File: config.mk
export PLATFORM = sky130hd
export DESIGN_NAME = pwm_timer_chan
export DESIGN_NICKNAME = d
export VERILOG_FILES = /design/src/rtl/pwm_timer_pkg.sv /design/src/rtl/pwm_rst_sync.sv /design/src/rtl/pwm_bus_regs.sv /design/src/rtl/pwm_count_core.sv /design/src/rtl/pwm_wave_out.sv /design/src/rtl/pwm_timer_chan.sv
export SDC_FILE = /design/constraint.sdc
export NUM_CORES = 1
export LEC_CHECK = 0
export BUFFER_PORTS_ARGS = -buffer_cell sky130_fd_sc_hd__clkbuf_2
export CORE_MARGIN = 3
export CORE_UTILIZATION = 60
export DETAILED_ROUTE_END_ITERATION = 16
export PLACE_DENSITY = 0.81
export SLEW_MARGIN = 10
export SYNTH_ARGS = -nofsm -noshare
export SYNTH_HDL_FRONTEND = slang
export SYNTH_SLANG_ARGS = --single-unit
File: constraint.sdc
create_clock -name clk -period 4 [get_ports clk]
set_input_delay 0.2 -clock clk [delete_from_list [all_inputs] [get_ports clk]]
set_output_delay 0.2 -clock clk [all_outputs]
set_load 0.02 [all_outputs]
File: src/rtl/pwm_timer_pkg.sv
package pwm_timer_pkg;

  // Control word, bit 0 at the bottom of the packed struct
  typedef struct packed {
    logic cap_en;    // bit 8, stub
    logic cnt_clr;   // bit 7
    logic irq_flag;  // bit 6
    logic irq_en;    // bit 5
    logic one_shot;  // bit 4
    logic out_en;    // bit 3
    logic neg_edge;  // bit 2, stub
    logic ext_clk;   // bit 1, stub
    logic run;       // bit 0
  } ctrl_t;

  localparam int unsigned CTRL_W = $bits(ctrl_t);

  typedef enum logic [1:0] {
    SEL_CNT  = 2'd0,
    SEL_HI   = 2'd1,
    SEL_LO   = 2'd2,
    SEL_CTRL = 2'd3
  } reg_sel_e;

endpackage

File: src/rtl/pwm_rst_sync.sv
module pwm_rst_sync #(
  parameter int unsigned STAGES = 2
) (
  input  logic clk,
  input  logic rst_n,
  output logic rst_sync_n
);

  logic [STAGES-1:0] sync_q;

  always_ff @(posedge clk or negedge rst_n) begin
    if (!rst_n) begin
      sync_q <= '0;
    end else begin
      sync_q <= {sync_q[STAGES-2:0], 1'b1};
    end
  end

  assign rst_sync_n = sync_q[STAGES-1];

endmodule

File: src/rtl/pwm_bus_regs.sv
module pwm_bus_regs
  import pwm_timer_pkg::*;
#(
  parameter int unsigned DATA_W = 32,
  parameter int unsigned ADDR_W = 4
) (
  input  logic              clk,
  input  logic              rst_n,
  input  logic              psel,
  input  logic              penable,
  input  logic              pwrite,
  input  logic [ADDR_W-1:0] paddr,
  input  logic [DATA_W-1:0] pwdata,
  input  logic [DATA_W-1:0] cnt_val,
  input  logic              lo_hit,
  output logic [DATA_W-1:0] prdata,
  output logic [DATA_W-1:0] hi_ref,
  output logic [DATA_W-1:0] lo_ref,
  output ctrl_t             ctrl,
  output logic              cnt_load
);

  localparam int unsigned IDX_LSB = 2;
  localparam int unsigned IDX_MSB = 3;

  logic     hi_zero;
  logic     addr_ok;
  reg_sel_e sel;
  logic     wr_acc;
  logic     wr_hi, wr_lo, wr_ctrl;

  if (ADDR_W > IDX_MSB + 1) begin : g_hi_bits
    assign hi_zero = (paddr[ADDR_W-1:IDX_MSB+1] == '0);
  end else begin : g_no_hi_bits
    assign hi_zero = 1'b1;
  end

  assign addr_ok = hi_zero && (paddr[IDX_LSB-1:0] == '0);
  assign sel     = reg_sel_e'(paddr[IDX_MSB:IDX_LSB]);
  assign wr_acc  = psel && penable && pwrite && addr_ok;

  assign cnt_load = wr_acc && (sel == SEL_CNT);
  assign wr_hi    = wr_acc && (sel == SEL_HI);
  assign wr_lo    = wr_acc && (sel == SEL_LO);
  assign wr_ctrl  = wr_acc && (sel == SEL_CTRL);

  // Reference registers
  logic [DATA_W-1:0] hi_q, lo_q;

  always_ff @(posedge clk or negedge rst_n) begin
    if (!rst_n) begin
      hi_q <= '0;
    end else if (wr_hi) begin
      hi_q <= pwdata;
    end
  end

  always_ff @(posedge clk or negedge rst_n) begin
    if (!rst_n) begin
      lo_q <= '0;
    end else if (wr_lo) begin
      lo_q <= pwdata;
    end
  end

  // Control register: bus write first, then hardware events on top
  ctrl_t ctrl_q, ctrl_d;
  logic  ctrl_en;

  always_comb begin
    ctrl_d = ctrl_q;
    if (wr_ctrl) begin
      ctrl_d          = ctrl_t'(pwdata[CTRL_W-1:0]);
      ctrl_d.irq_flag = ctrl_q.irq_flag & pwdata[6];
    end
    if (lo_hit && ctrl_q.irq_en) begin
      ctrl_d.irq_flag = 1'b1;
    end
    if (lo_hit && ctrl_q.one_shot) begin
      ctrl_d.run = 1'b0;
    end
  end

  assign ctrl_en = wr_ctrl | lo_hit;

  always_ff @(posedge clk or negedge rst_n) begin
    if (!rst_n) begin
      ctrl_q <= '0;
    end else if (ctrl_en) begin
      ctrl_q <= ctrl_d;
    end
  end

  // Read path
  always_comb begin
    prdata = '0;
    if (addr_ok) begin
      unique case (sel)
        SEL_CNT:  prdata = cnt_val;
        SEL_HI:   prdata = hi_q;
        SEL_LO:   prdata = lo_q;
        SEL_CTRL: prdata = DATA_W'(ctrl_q);
        default:  prdata = '0;
      endcase
    end
  end

  assign hi_ref = hi_q;
  assign lo_ref = lo_q;
  assign ctrl   = ctrl_q;

endmodule

File: src/rtl/pwm_count_core.sv
module pwm_count_core #(
  parameter int unsigned DATA_W = 32
) (
  input  logic              clk,
  input  logic              rst_n,
  input  logic              active,
  input  logic              hold_zero,
  input  logic              load,
  input  logic [DATA_W-1:0] load_val,
  input  logic [DATA_W-1:0] hi_ref,
  input  logic [DATA_W-1:0] lo_ref,
  output logic [DATA_W-1:0] cnt,
  output logic              hi_hit,
  output logic              lo_hit
);

  logic [DATA_W-1:0] cnt_q, cnt_d;
  logic              cnt_en;
  logic              live;

  assign live   = active && !hold_zero;
  assign hi_hit = live && (cnt_q == hi_ref);
  assign lo_hit = live && (cnt_q == lo_ref);

  always_comb begin
    cnt_d = cnt_q;
    if (hold_zero) begin
      cnt_d = '0;
    end else if (load) begin
      cnt_d = load_val;
    end else if (active) begin
      cnt_d = lo_hit ? '0 : cnt_q + DATA_W'(1);
    end
  end

  assign cnt_en = hold_zero | load | active;

  always_ff @(posedge clk or negedge rst_n) begin
    if (!rst_n) begin
      cnt_q <= '0;
    end else if (cnt_en) begin
      cnt_q <= cnt_d;
    end
  end

  assign cnt = cnt_q;

endmodule

File: src/rtl/pwm_wave_out.sv
module pwm_wave_out (
  input  logic clk,
  input  logic rst_n,
  input  logic active,
  input  logic hi_hit,
  input  logic lo_hit,
  input  logic irq_flag,
  input  logic irq_en,
  output logic pwm_out,
  output logic irq
);

  logic lvl_q, lvl_d;

  always_comb begin
    lvl_d = lvl_q;
    if (!active) begin
      lvl_d = 1'b0;
    end else if (lo_hit) begin
      lvl_d = 1'b0;
    end else if (hi_hit) begin
      lvl_d = 1'b1;
    end
  end

  always_ff @(posedge clk or negedge rst_n) begin
    if (!rst_n) begin
      lvl_q <= 1'b0;
    end else begin
      lvl_q <= lvl_d;
    end
  end

  assign pwm_out = lvl_q & active;
  assign irq     = irq_flag & irq_en;

endmodule

File: src/rtl/pwm_timer_chan.sv
module pwm_timer_chan
  import pwm_timer_pkg::*;
#(
  parameter int unsigned DATA_W = 32,
  parameter int unsigned ADDR_W = 4
) (
  input  logic              clk,
  input  logic              rst_n,
  input  logic              psel,
  input  logic              penable,
  input  logic              pwrite,
  input  logic [ADDR_W-1:0] paddr,
  input  logic [DATA_W-1:0] pwdata,
  output logic [DATA_W-1:0] prdata,
  output logic              pready,
  output logic              pwm_out,
  output logic              irq
);

  logic              rst_sync_n;
  logic [DATA_W-1:0] cnt_q;
  logic [DATA_W-1:0] hi_ref, lo_ref;
  ctrl_t             ctrl_q;
  logic              cnt_load;
  logic              hi_hit, lo_hit;
  logic              active;

  pwm_rst_sync #(.STAGES(2)) u_rst_sync (
    .clk        (clk),
    .rst_n      (rst_n),
    .rst_sync_n (rst_sync_n)
  );

  pwm_bus_regs #(.DATA_W(DATA_W), .ADDR_W(ADDR_W)) u_regs (
    .clk      (clk),
    .rst_n    (rst_sync_n),
    .psel     (psel),
    .penable  (penable),
    .pwrite   (pwrite),
    .paddr    (paddr),
    .pwdata   (pwdata),
    .cnt_val  (cnt_q),
    .lo_hit   (lo_hit),
    .prdata   (prdata),
    .hi_ref   (hi_ref),
    .lo_ref   (lo_ref),
    .ctrl     (ctrl_q),
    .cnt_load (cnt_load)
  );

  assign active = ctrl_q.run & ctrl_q.out_en;

  pwm_count_core #(.DATA_W(DATA_W)) u_core (
    .clk       (clk),
    .rst_n     (rst_sync_n),
    .active    (active),
    .hold_zero (ctrl_q.cnt_clr),
    .load      (cnt_load),
    .load_val  (pwdata),
    .hi_ref    (hi_ref),
    .lo_ref    (lo_ref),
    .cnt       (cnt_q),
    .hi_hit    (hi_hit),
    .lo_hit    (lo_hit)
  );

  pwm_wave_out u_wave (
    .clk      (clk),
    .rst_n    (rst_sync_n),
    .active   (active),
    .hi_hit   (hi_hit),
    .lo_hit   (lo_hit),
    .irq_flag (ctrl_q.irq_flag),
    .irq_en   (ctrl_q.irq_en),
    .pwm_out  (pwm_out),
    .irq      (irq)
  );

  assign pready = 1'b1;

endmodule

### Word level (Yosys, flattened, before mapping)

Index checks and enable logic that the tools add are counted.

* equal/unequal tests: 6
* add/sub/neg operators: 1
* bitwise gates (word level): 7
* muxes and demuxes: 12
* reduce and logical (&&, ||, !) cells: 22

Operators with widths (number)
* 32-bit two-way mux: 5
* 32-bit one-hot mux with 4 select lines: 1
* 32-bit equality test: 2
* 32-bit by 1-bit adder with 32-bit output, second input constant: 1
* 1-bit logical AND: 12
* 2-bit AND reduction: 4
* 7-bit two-way mux: 1
* 1-bit two-way mux: 5
* 1-bit bitwise AND: 4
* 2-bit equality test, second input constant: 2
* 2-bit zero test: 2
* 2-bit nonzero test: 2
* 3-bit != test, second input constant: 1
* 1-bit bitwise OR: 3
* 3-bit nonzero test: 1
* 2-bit by 1-bit equality test with 1-bit output, second input constant: 1
* 1-bit zero test: 1

* input bits: 41
* output and inout port bits: 35
* word-level logic and storage cells: 62
* flip-flop bits (word level): 108

### Depth between registers and ports, before layout

* depth after elaboration: 7
* mapped depth: 9
* depth with buffers taken out: 7

### Hierarchy

Synthesis repeated with hierarchy kept, for this count alone.

* cells, all modules: 727
* area total of the unflattened synthesis: 7145.6 µm²

Modules (own cells, without submodules)
* pwm_bus_regs: area an instance 3728.6 µm², times used 1, seq. area each 1826.8 µm², cells each 293
* pwm_count_core: area an instance 3290.7 µm², times used 1, seq. area each 800.8 µm², cells each 423
* pwm_wave_out: area an instance 55.1 µm², times used 1, seq. area each 25.0 µm², cells each 5
* pwm_rst_sync: area an instance 53.8 µm², times used 1, seq. area each 50.0 µm², cells each 3
* pwm_timer_chan: area an instance 17.5 µm², times used 1, seq. area each 0.0 µm², cells each 3

### Worst setup path after synthesis

Ideal clock, no wire load.

* path type: reg2reg
* start: register u_core.cnt_q[14], in the netlist u_core.cnt[14]
* end: register u_core.cnt_q[0], in the netlist u_core.cnt[0]
* data required time: 3.874 ns
* clock period less this slack: 2.254 ns
* slack: 1.746 ns
* data arrival time: 2.128 ns
* library setup time: 0.126 ns
* buffers on the path: 2
* cell stages (with the launch flop): 9
* cells stage by stage: dfrtp_1 > buf_6 > xnor2_4 > nand4_1 > or4_4 > nor4_4 > buf_6 > nor3_2 > a221o_1

* longest elaborated chain between the ends: 6

Ends and longest elaborated chain
* start, declared: line pwm_count_core.sv:17 `logic [DATA_W-1:0] cnt_q, cnt_d;`
* start signal, assigned: line pwm_count_core.sv:42 `cnt_q <= cnt_d;`
* 32-bit equality test: line pwm_count_core.sv:23 `assign lo_hit = live && (cnt_q == lo_ref);`
* 1-bit logical AND: line pwm_count_core.sv:23
* 32-bit two-way mux: line pwm_count_core.sv:32 `cnt_d = lo_hit ? '0 : cnt_q + DATA_W'(1);`
* 32-bit two-way mux: line pwm_count_core.sv:31 `end else if (active) begin`
* 32-bit two-way mux: line pwm_count_core.sv:29 `end else if (load) begin`
* 32-bit two-way mux: line pwm_count_core.sv:27 `if (hold_zero) begin`

No other way between the ends. The select of a mux whose other input is x is not followed.
A chain may end at the register's enable or synchronous reset.

### Worst setup path after layout

* start: register u_core.cnt_q[7], in the netlist u_core.cnt[7]
* end: register u_core.cnt_q[20], in the netlist u_core.cnt[20]

* longest elaborated chain between the ends: 6
* elaborated cells between the ends (all ways): 7
* classes of those cells: 1 x add/sub; 1 x eq/ne; 4 x mux; 1 x reduce/logical

Ends and longest elaborated chain (line)
* branches (longest 2 deep; another with 32-bit by 1-bit adder with 32-bit output)
* 32-bit two-way mux *: pwm_count_core.sv:32
* 32-bit two-way mux *: pwm_count_core.sv:31
* 32-bit two-way mux *: pwm_count_core.sv:29
* 32-bit two-way mux *: pwm_count_core.sv:27

Every way passes the cells marked *. The select of a mux whose other input is x is not followed.

==> impl_metrics.json <==
{
  "status": "complete, no violations",
  "crit_fanout": 13,
  "fin_crit_sh_pct": 73.0,
  "antenna_cells": 0,
  "finalHoldViolCount": 0,
  "route.detailed.drc": 0,
  "drt_first_pass_iters": 7,
  "routabilityCongestion": 1.04,
  "num_rows": 38,
  "synth_top_area_share_pct": 38.3,
  "hpwl_mm": 14.9,
  "ant_nets": 0,
  "synth-compound-area-share_pct": 11.8,
  "cts_tree": "done",
  "ir_drop_mv": 0.374,
  "yosysWarnings": 0,
  "cap_viol_max_count": 0,
  "drive_gt1_share_pct": 27.2,
  "fin_nets": 782,
  "synth-simple-area-share_pct": 17.2,
  "grt_pass1_vias": 5901,
  "setup_tns_ns": 0,
  "end_kind": "flop",
  "overflow": 0,
  "vias": 6009,
  "cts_buffer_depth": 2,
  "fillers": 858,
  "clock_skew_ns": 0.0110,
  "postCtsSetupRepairBufs": 0,
  "rsz0062_at_grt": "no",
  "antenna_found_initial": 0,
  "cts_sinks": 108,
  "synthTopCellsByArea": "dfrtp_1, mux2_2, xnor2_1",
  "io_pins": 76,
  "hp-class": "primary input to flop",
  "worstSetupPathType": "flop to flop",
  "syn_area_per_cell_sq_um": 9.89,
  "fin_crit_ns": 2.92,
  "die_width_microns": 114,
  "die_h_microns": 114,
  "worstMarginPinSlew_ns": 1.01,
  "layout_commonest_cell": "dfrtp_1",
  "synthAdderAreaFrac_pct": 0.177,
  "power_per_cell_area_mw_per_mm2": 394,
  "crit_path_start_kind": "flop",
  "leakagePower_nw": 3.39,
  "die-area_sq_mm": 0.0131,
  "postSynthCellCount": 713,
  "cts_resized": 0,
  "ys.flop_type": "dfrtp_1",
  "ys_seq_area_share_pct": 38.3,
  "synth_async_sr_flop_share_pct": 100,
  "port_buffers": 74,
  "synthDistinctLibCells": 59,
  "core_sq_mm": 0.0112,
  "final_cell_mix": "dfrtp_1, clkbuf_2, mux2_2",
  "via_per_inst": 6.79,
  "synth.cell_area_sq_mm": 0.00705,
  "grt_max_degree": 76,
  "yosys.area.top_type": "dfrtp_1",
  "wl_per_cell_microns": 23.5,
  "muxShareOfSynthArea_pct": 17.6,
  "cts_max_level": 3,
  "cp_data_arrival_time_ns": 3.17,
  "slew_headroom_pct": 32.8,
  "setup_viol": 0,
  "syn_to_final_growth_pct": 9.12,
  "worst_ep_required_time_ns": 4.25,
  "grt_pass1_wl_mm": 33.1,
  "synth_xor_area_share_pct": 9.08,
  "clk_pin_slew_ns": 0.07,
  "finalHoldWorstSlack_ns": 0.0863,
  "routed_wl_mm": 20.8,
  "clk_latency_ns": 0.37,
  "drtIter0Drc": 685,
  "slew_violations": 0,
  "cts-root-buf": "clkbuf_16",
  "grt_usage_pct": 33.0,
  "ys_seq_elements": 108,
  "initial_core_util_pct": 63.1,
  "synth_top_family_by_area": "multiplexers",
  "cts_buffers": 9,
  "synth_edf_count": 0,
  "fmax_mhz": 342
}
-- report_power, final --
group	total, mW	switching [mW]	internal [mW]
combinational	0.635	0.335	0.300
sequential	1.40	0.187	1.21
clock	1.00	0.419	0.585
-- metal layers --
layer | wire, microns | up-vias | track usage [%]
met5 | 0 | - | 0
met4 | 570 | 0 | 10.6
met3 | 2020 | 46 | 9.30
met2 | 9660 | 328 | 50.7
met1 | 8530 | 2999 | 45.3
li1 | - | 2636 | -
-- flip-flops by register name (all words and copies together), names as in the netlist --
name / flops
u_rst_sync.sync_q: 2
u_regs.ctrl: 9
u_core.cnt: 32
u_wave.lvl_q: 1
u_regs.hi_ref: 32
u_regs.lo_ref: 32
-- repair_timing --
action / in CTS / in global routing
endpoints found under the setup margin: 0 / 0
hold buffers: 1 / 0
hold endpoints to repair: 2 / 0
-- critical path, cell delays in order, from the launching register on --
cell	delay, ns
dfrtp_1	0.51
xnor2_1	0.43
nand4_1	0.20
or4_4	0.53
nor4_4	0.48
buf_4	0.31
o31ai_1	0.10
a22o_1	0.24
-- Yosys cell counts (3+ instances only) --
| cell | count |
|---|---|
| a21oi_1 | 37 |
| a22o_1 | 8 |
| a22oi_1 | 16 |
| a31o_2 | 4 |
| a31oi_1 | 5 |
| and2_1 | 13 |
| and3_1 | 20 |
| and4_1 | 3 |
| buf_1 | 8 |
| buf_2 | 14 |
| buf_6 | 12 |
| clkbuf_1 | 36 |
| dfrtp_1 | 108 |
| inv_1 | 8 |
| mux2_2 | 71 |
| mux2i_1 | 24 |
| mux4_2 | 9 |
| nand2_1 | 35 |
| nand3_1 | 29 |
| nand4_1 | 27 |
| nor2_1 | 55 |
| nor3_1 | 14 |
| nor4_1 | 12 |
| o211a_1 | 6 |
| o211ai_1 | 3 |
| o21ai_0 | 19 |
| o21ai_1 | 5 |
| o2bb2ai_1 | 3 |
| o31ai_1 | 7 |
| o41ai_1 | 4 |
| xnor2_1 | 55 |
| xnor2_4 | 3 |
| xor2_1 | 5 |
-- metrics by stage --
| step | util, % | worst slack (ns) | std cells | total power, mW | cell area (sq um) |
|---|---|---|---|---|---|
| after floorplan | - | 0.769 | 714 | 1.83 | 7060 |
| after global placement | 65.8 | 1.21 | 868 | 2.02 | 7350 |
| after detailed placement | 65.8 | 1.21 | 868 | 2.03 | 7350 |
| after CTS | 68.9 | 1.18 | 885 | 3.03 | 7700 |
| after global routing | 68.9 | 0.972 | 885 | 3.15 | 7700 |
| final | 68.9 | 1.08 | 885 | 3.04 | 7700 |
-- path summary, 6_finish.rpt --
check | endpoint | start | slack (ns) | cells past startpoint
max | u_core.cnt[20] | u_core.cnt[7] | 1.08 | 7
min | u_core.cnt[19] | pwdata[19] | 0.09 | 3
max reg2reg | u_core.cnt[20] | u_core.cnt[7] | 1.08 | 7
min reg2reg | u_rst_sync.sync_q[1] | u_rst_sync.sync_q[0] | 0.36 | 0
max in group asynchronous | u_regs.hi_ref[27] | u_rst_sync.sync_q[1] | 2.49 | 1
min in group asynchronous | u_rst_sync.sync_q[0] | rst_n | 0.16 | 2
-- cell type report --
cell class	count	area [sq um]	area share [%]
Clock inverter	5	82.6	1.07
Sequential cell	108	2710	35.2
Clock buffer	11	253	3.28
Tap cell	140	175	2.28
Timing Repair Buffer	86	488	6.34
Multi-Input combinational cell	527	3960	51.5
Inverter	8	30.0	0.390
-- logic make-up after synthesis --
family	count (synthesis)
other	1
AOI/OAI and AO/OA	125
DFF	108
and+or+nand+nor	230
adders and majority gates	1
xor gates and xnor gates	65
buffers and inverters	79
muxes	104
Power figures use the tool's default switching activity.
